==> config.mk <==
export PLATFORM = sky130hd
export DESIGN_NAME = raster_timing_gen
export DESIGN_NICKNAME = d
export VERILOG_FILES = /design/src/rtl/rtg_pkg.sv /design/src/rtl/rtg_regs.sv /design/src/rtl/rtg_counters.sv /design/src/rtl/rtg_syncgen.sv /design/src/rtl/raster_timing_gen.sv
export SDC_FILE = /design/constraint.sdc
export NUM_CORES = 1
export LEC_CHECK = 0
export CAP_MARGIN = 10
export CORE_AREA = 2 2 167 169
export CTS_CLUSTER_SIZE = 8
export DETAILED_ROUTE_END_ITERATION = 6
export DIE_AREA = 0 0 169 171
export PLACE_DENSITY = 0.8
export SLEW_MARGIN = 10
export SYNTH_ARGS = -nofsm -noshare
export SYNTH_HDL_FRONTEND = slang
export SYNTH_SLANG_ARGS = --single-unit
==> constraint.sdc <==
create_clock -name clk -period 7.76 [get_ports clk]
set_clock_uncertainty 0.15 [all_clocks]
set_input_delay 1.94 -clock clk [delete_from_list [all_inputs] [get_ports clk]]
set_output_delay 1.94 -clock clk [all_outputs]
set_load 0.02 [all_outputs]
==> src/rtl/rtg_pkg.sv <==
package rtg_pkg;
    parameter int FIELD_W = 16;
    parameter int VAL_W   = FIELD_W + 1;
    parameter int ADDR_W  = 3;
    parameter int DATA_W  = 32;
    parameter int H_OFS   = 8;
    parameter int V_OFS   = 1;
    parameter int DEPTH_LSB = 21;
    parameter int DEPTH_W   = 3;
    parameter int NUM_AXES  = 2;

    localparam logic [ADDR_W-1:0] ADR_CTRL = 3'd0;
    localparam logic [ADDR_W-1:0] ADR_SCTL = 3'd5;

    localparam int BIT_EN     = 0;
    localparam int BIT_HS_OFF = 4;
    localparam int BIT_VS_OFF = 5;
    localparam int BIT_HS_LOW = 6;
    localparam int BIT_VS_LOW = 7;

    typedef struct packed {
        logic [VAL_W-1:0] total;
        logic [VAL_W-1:0] disp_end;
        logic [VAL_W-1:0] sync_start;
        logic [VAL_W-1:0] sync_end;
    } axis_t;

    typedef struct packed {
        axis_t h;
        axis_t v;
        logic  hs_low;
        logic  vs_low;
        logic  hs_off;
        logic  vs_off;
    } timing_t;

    typedef enum logic {
        ST_IDLE = 1'b0,
        ST_SCAN = 1'b1
    } pipe_state_t;

    function automatic logic [VAL_W-1:0] widen(input logic [FIELD_W-1:0] f, input int ofs);
        return {1'b0, f} + VAL_W'(ofs);
    endfunction

    function automatic axis_t unpack_axis(input logic [DATA_W-1:0] par,
                                          input logic [DATA_W-1:0] syn,
                                          input int ofs);
        axis_t a;
        a.total      = widen(par[FIELD_W-1:0], ofs);
        a.disp_end   = widen(par[DATA_W-1:FIELD_W], ofs);
        a.sync_start = widen(syn[FIELD_W-1:0], ofs);
        a.sync_end   = widen(syn[DATA_W-1:FIELD_W], ofs);
        return a;
    endfunction
endpackage

==> src/rtl/rtg_regs.sv <==
module rtg_regs
    import rtg_pkg::*;
(
    input  logic               clk,
    input  logic               rst_n,
    input  logic               wr_en,
    input  logic [ADDR_W-1:0]  wr_addr,
    input  logic [DATA_W-1:0]  wr_data,
    input  logic               load,
    output logic               ctrl_en,
    output logic [DEPTH_W-1:0] depth,
    output timing_t            active
);
    logic [DATA_W-1:0] par_sh [NUM_AXES];
    logic [DATA_W-1:0] syn_sh [NUM_AXES];
    axis_t             axis_dec [NUM_AXES];
    logic [3:0]        sctl_sh;
    timing_t           shadow_dec;
    timing_t           active_q;

    genvar a;
    generate
        for (a = 0; a < NUM_AXES; a++) begin : g_axis
            localparam logic [ADDR_W-1:0] ADR_PAR = ADDR_W'(1 + 2 * a);
            localparam logic [ADDR_W-1:0] ADR_SYN = ADDR_W'(2 + 2 * a);
            localparam int OFS = (a == 0) ? H_OFS : V_OFS;

            always_ff @(posedge clk or negedge rst_n) begin
                if (!rst_n) begin
                    par_sh[a] <= '0;
                    syn_sh[a] <= '0;
                end else if (wr_en) begin
                    if (wr_addr == ADR_PAR) par_sh[a] <= wr_data;
                    if (wr_addr == ADR_SYN) syn_sh[a] <= wr_data;
                end
            end

            assign axis_dec[a] = unpack_axis(par_sh[a], syn_sh[a], OFS);
        end
    endgenerate

    always_ff @(posedge clk or negedge rst_n) begin
        if (!rst_n) begin
            ctrl_en <= 1'b0;
            depth   <= '0;
            sctl_sh <= '0;
        end else if (wr_en) begin
            if (wr_addr == ADR_CTRL) begin
                ctrl_en <= wr_data[BIT_EN];
                depth   <= wr_data[DEPTH_LSB +: DEPTH_W];
            end
            if (wr_addr == ADR_SCTL) begin
                sctl_sh <= {wr_data[BIT_VS_LOW], wr_data[BIT_HS_LOW],
                            wr_data[BIT_VS_OFF], wr_data[BIT_HS_OFF]};
            end
        end
    end

    always_comb begin
        shadow_dec.h      = axis_dec[0];
        shadow_dec.v      = axis_dec[1];
        shadow_dec.hs_off = sctl_sh[0];
        shadow_dec.vs_off = sctl_sh[1];
        shadow_dec.hs_low = sctl_sh[2];
        shadow_dec.vs_low = sctl_sh[3];
    end

    always_ff @(posedge clk or negedge rst_n) begin
        if (!rst_n) begin
            active_q.h      <= unpack_axis('0, '0, H_OFS);
            active_q.v      <= unpack_axis('0, '0, V_OFS);
            active_q.hs_low <= 1'b0;
            active_q.vs_low <= 1'b0;
            active_q.hs_off <= 1'b0;
            active_q.vs_off <= 1'b0;
        end else if (load) begin
            active_q <= shadow_dec;
        end
    end

    assign active = active_q;

    AST_CTRL_WRITE: assert property (@(posedge clk) disable iff (!rst_n)
        (wr_en && wr_addr == ADR_CTRL) |=> (depth == $past(wr_data[DEPTH_LSB +: DEPTH_W])));
endmodule

==> src/rtl/rtg_counters.sv <==
module rtg_counters
    import rtg_pkg::*;
(
    input  logic             clk,
    input  logic             rst_n,
    input  logic             en,
    input  logic [VAL_W-1:0] htot,
    input  logic [VAL_W-1:0] vtot,
    output logic [VAL_W-1:0] h,
    output logic [VAL_W-1:0] v,
    output logic             running,
    output logic             load
);
    pipe_state_t state_q, state_d;
    logic [VAL_W-1:0] h_q, v_q;
    logic step, h_last, v_last, frame_wrap;

    always_comb begin
        state_d = state_q;
        unique case (state_q)
            ST_IDLE: state_d = en ? ST_SCAN : ST_IDLE;
            ST_SCAN: state_d = en ? ST_SCAN : ST_IDLE;
            default: state_d = ST_IDLE;
        endcase
    end

    always_ff @(posedge clk or negedge rst_n) begin
        if (!rst_n) state_q <= ST_IDLE;
        else        state_q <= state_d;
    end

    always_comb begin
        running    = (state_q == ST_SCAN);
        step       = running && en;
        h_last     = (h_q == htot - 1'b1);
        v_last     = (v_q == vtot - 1'b1);
        frame_wrap = step && h_last && v_last;
        load       = (state_q == ST_IDLE) || frame_wrap;
    end

    always_ff @(posedge clk or negedge rst_n) begin
        if (!rst_n) begin
            h_q <= '0;
            v_q <= '0;
        end else if (!step) begin
            h_q <= '0;
            v_q <= '0;
        end else if (h_last) begin
            h_q <= '0;
            v_q <= v_last ? '0 : v_q + 1'b1;
        end else begin
            h_q <= h_q + 1'b1;
        end
    end

    assign h = h_q;
    assign v = v_q;

    AST_H_IN_RANGE: assert property (@(posedge clk) disable iff (!rst_n)
        running |-> (h_q < htot));
    AST_V_IN_RANGE: assert property (@(posedge clk) disable iff (!rst_n)
        running |-> (v_q < vtot));
    AST_LINE_STEP: assert property (@(posedge clk) disable iff (!rst_n)
        (step && h_last && !v_last) |=> (h_q == '0 && v_q == $past(v_q) + 1'b1));
    AST_IDLE_HOME: assert property (@(posedge clk) disable iff (!rst_n)
        (state_q == ST_IDLE) |=> (h_q == '0 && v_q == '0));
endmodule

==> src/rtl/rtg_syncgen.sv <==
module rtg_syncgen
    import rtg_pkg::*;
(
    input  logic             clk,
    input  logic             rst_n,
    input  logic             running,
    input  logic [VAL_W-1:0] h,
    input  logic [VAL_W-1:0] v,
    input  timing_t          tm,
    output logic             hsync,
    output logic             vsync,
    output logic             de,
    output logic             blank
);
    logic h_in_sync, v_in_sync, hs_raw, vs_raw;

    always_comb begin
        h_in_sync = (h >= tm.h.sync_start) && (h < tm.h.sync_end);
        v_in_sync = (v >= tm.v.sync_start) && (v < tm.v.sync_end);
        hs_raw    = running && !tm.hs_off && h_in_sync;
        vs_raw    = running && !tm.vs_off && v_in_sync;
        hsync     = hs_raw ^ tm.hs_low;
        vsync     = vs_raw ^ tm.vs_low;
        de        = running && (h < tm.h.disp_end) && (v < tm.v.disp_end);
        blank     = !de;
    end

    AST_DE_GATED: assert property (@(posedge clk) disable iff (!rst_n)
        !running |-> (!de && blank));
    AST_HS_FORCED: assert property (@(posedge clk) disable iff (!rst_n)
        tm.hs_off |-> (hsync == tm.hs_low));
    AST_VS_FORCED: assert property (@(posedge clk) disable iff (!rst_n)
        tm.vs_off |-> (vsync == tm.vs_low));
endmodule

==> src/rtl/raster_timing_gen.sv <==
module raster_timing_gen
    import rtg_pkg::*;
(
    input  logic               clk,
    input  logic               rst_n,
    input  logic               wr_en,
    input  logic [ADDR_W-1:0]  wr_addr,
    input  logic [DATA_W-1:0]  wr_data,
    output logic               hsync,
    output logic               vsync,
    output logic               blank,
    output logic               de,
    output logic [VAL_W-1:0]   pix_x,
    output logic [VAL_W-1:0]   line_y,
    output logic [DEPTH_W-1:0] depth_code
);
    logic    ctrl_en, running, load;
    timing_t active;

    rtg_regs u_regs (
        .clk     (clk),
        .rst_n   (rst_n),
        .wr_en   (wr_en),
        .wr_addr (wr_addr),
        .wr_data (wr_data),
        .load    (load),
        .ctrl_en (ctrl_en),
        .depth   (depth_code),
        .active  (active)
    );

    rtg_counters u_cnt (
        .clk     (clk),
        .rst_n   (rst_n),
        .en      (ctrl_en),
        .htot    (active.h.total),
        .vtot    (active.v.total),
        .h       (pix_x),
        .v       (line_y),
        .running (running),
        .load    (load)
    );

    rtg_syncgen u_sync (
        .clk     (clk),
        .rst_n   (rst_n),
        .running (running),
        .h       (pix_x),
        .v       (line_y),
        .tm      (active),
        .hsync   (hsync),
        .vsync   (vsync),
        .de      (de),
        .blank   (blank)
    );

    AST_FRAME_ONLY: assert property (@(posedge clk) disable iff (!rst_n)
        (running && $past(running) && (pix_x != '0 || line_y != '0)) |-> $stable(active));
endmodule

==> results.md <==
* VDD IR-drop max at 248.1 uV
* Routed len/inst at 20.46 um
* Ports at 79
* Initial antenna violation count at 0
* Site row count at 61
* Clock transition at the registers of the reported paths at 0.05 ns
* Critical-path top delay cell: a2111oi_0
* WP buf/inv at 1
* Global-route wire length before repair at 68,100 um
* DR vias at 12,450
* Setup Fix Bufs, Post-CTS at 0
* Die Wd at 169 um
* Die area at 28,900 sq um
* FF+latch count, synth at 311
* Clk_lat worst skew at 0.53 ns
* Number of global-route vias before repair at 12,590
* Largest area contributor in the netlist: dfrtp_1
* Via/cell ratio at 6.041
* CTS buffer count at 44
* DR iter-0 viols at 744
* CTS Buffer Depth at 3
* Final hold vios at 0
* Routed wire length at 42,160 um
* Largest family of logic cells by synthesized area: multiplexers
* Final Total Pwr at 5782 uW
* Commonest cells after routing, fill and taps aside: dfrtp_1, mux2_2, inv_1
* Fmax at 0.1613 GHz
* Layout area overhead at 13.73%
* Layout Cells excl Fill at 2,061
* Layout cells sized above 1 at 14.64%
* Placed cell count at 1,982
* Worst relative slew slack at 25.31%
* Cts hold-fix bufs at 0
* Initial Util at 63.98%
* Synth top area share at 43.38%
* Synth Area in XOR/XNOR at 7.895%
* Area contributors post-synth: dfrtp_1, mux2_2, ha_1
* Sequential share of the synthesized area at 44.58%
* Avg Cell Area, Syn at 10.98 sq um
* Ys async rst share at 100.0%
* # DRC at 0
* Mapped Area at 17,480 sq um
* Fin Hold WS at 0.2503 ns
* Synth Area in Compound Gates at 6.843%
* Ys flop type: dfrtp_1
* RePlAce Congestion at 0.8752
* CTS sink cnt at 311
* TritonCTS clock tree: done
* MaxCap Viol Count at 0
* RSZ-0062 raised after global routing: no
* Pin count of the biggest net entering global routing at 190
* Final core occ at 72.76%
* Mux cell area share after synthesis at 16.77%
* Worst-path cell chain: ha_1 -> a21o_1 -> a21o_1 -> a211oi_1 -> o21ai_0 -> a211oi_1 -> o21ai_0 -> a2111oi_0 -> clkdlybuf4s50_1
* CTS Root Cell: clkbuf_16
* Status: complete, no violations
* Total grt overflow at 0
* GRT Overall Usage at 29.98%
* Final count of negative-setup-slack endpoints at 0
* Port bufs at 78
* Diode count at 0
* Power per cell area at 290.8 nW/um^2
* Number of synthesized flops with an enable pin at 0
* P_leak at 0.009117 uW
* Pins Over Slew Limit at 0
* Worst Setup Start Kind: register
* Adder-Cell Fraction of Synth Area at 7.873%
* Syn nets at 1,740
* Synth Instances at 1,592
* Synthesis warning total at 0
* Setup crit end kind: output port
* Post-route antenna net violation count at 0
* Die H at 171 um
* Worst-path fanout max at 8
* Most common cell after layout, fill and taps aside: dfrtp_1
* Min cycle time layout at 6.198 ns
* Cell variety after synth at 68
* Final nets at 1,830
* Post-DP HPWL at 29,800 um
* Setup_tns at 0 ns
* Post-cts resize count at 0
* Slew @ Worst Pin at 1.120 ns
* Period utilization at 79.87%
* Critical path arrival at 4.11 ns
* Worst Path Required at 5.67 ns
* Core box area at 27,320 sq um
* Crit Path Category: reg -> out
* Top Family by Delay on Critical Path: compound AO/OA/AOI/OAI gates
* Slowest cell delay on critical path at 0.80 ns
* Hold Path Class: reg -> reg
* Post-Synth Simple-Gate Area at 12.07%
* H-tree depth at 2
* Drt pass-1 iters at 5
[per-layer routing]
| layer | track usage, % | up-vias | share of wire (%) |
|---|---|---|---|
| met5 | 0 | - | 0 |
| met4 | 10.18 | 0 | 3.1 |
| met3 | 3.493 | 82 | 4.1 |
| met2 | 49.75 | 306 | 47 |
| met1 | 41.34 | 6200 | 46 |
| li1 | - | 5863 | - |
[kinds of logic after synthesis]
logic type,Yosys count
XOR/XNOR,156
adder cells (fa/ha/maj),110
multiplexers,270
buffers and inverters,169
AND/OR/NAND/NOR,409
flip-flops,311
AO/OA/AOI/OAI,167
[worst paths after layout]
check                                  start                end  slack, ns  depth (start not counted)
max                               u_cnt.v[1]                 de       1.56                          9
min                           u_regs.ctrl_en      u_cnt.running       0.25                          0
max reg2reg                u_regs.active[57]  u_regs.active[73]       3.17                          9
min reg2reg                   u_regs.ctrl_en      u_cnt.running       0.25                          0
max in group asynchronous              rst_n  u_regs.active[29]       4.86                          2
min in group asynchronous              rst_n  u_regs.active[45]       1.17                          1
[registers in the layout (all words and copies together), names as in the netlist]
register	cells
u_regs.sctl_sh	4
u_regs.depth	3
u_cnt.v	17
u_regs.syn_sh	64
u_cnt.h	17
u_regs.ctrl_en	1
u_regs.par_sh	64
u_cnt.running	1
u_regs.active	140
[report_power, final]
| group | switching (uW) | total, uW | internal (uW) |
|---|---|---|---|
| Combinational | 796 | 1530 | 732 |
| Clock | 690 | 1790 | 1100 |
| Sequential | 388 | 2470 | 2080 |
[area by class of cell]
cell class | instances | area, sq um
multi-input cells | 1112 | 9014
flip-flops and latches | 311 | 7792
fillers | 1954 | 7443
clock buffers | 78 | 1271
repair buffers | 91 | 895.9
inverters | 122 | 457.9
well taps | 346 | 432.9
clock inverters | 1 | 16.27
[per-stage QoR]
stage | instance area [sq um] | worst slack [ns]
6_report | 19880 | 1.562
5_1_grt | 19880 | 1.348
4_1_cts | 19880 | 1.540
3_5_place_dp | 18590 | 2.128
3_3_place_gp | 18590 | 2.214
2_1_floorplan | 17480 | 2.757
[synth_stat cells (30+ instances only)]
library cell and count:
o21ai_0 31, ha_1 110, nor3_1 30, and3_1 42
mux2_2 170, inv_1 122, nand2_1 88, xor2_1 73
xnor2_1 82, nor2_1 73, dfrtp_1 303, mux2i_1 87
clkbuf_1 32, nand3_1 68
[worst register-to-register path, cell delays in order (launching register included)]
cell and delay, ns:
dfrtp_1 0.44, or3_1 0.49, or4_1 0.57, a311o_1 0.35, nand3_1 0.10, or4b_1 0.45
or4_1 0.50, o41ai_4 0.28, buf_4 0.69, mux2_2 0.46
No activity file was read; power rests on OpenSTA's default activity.
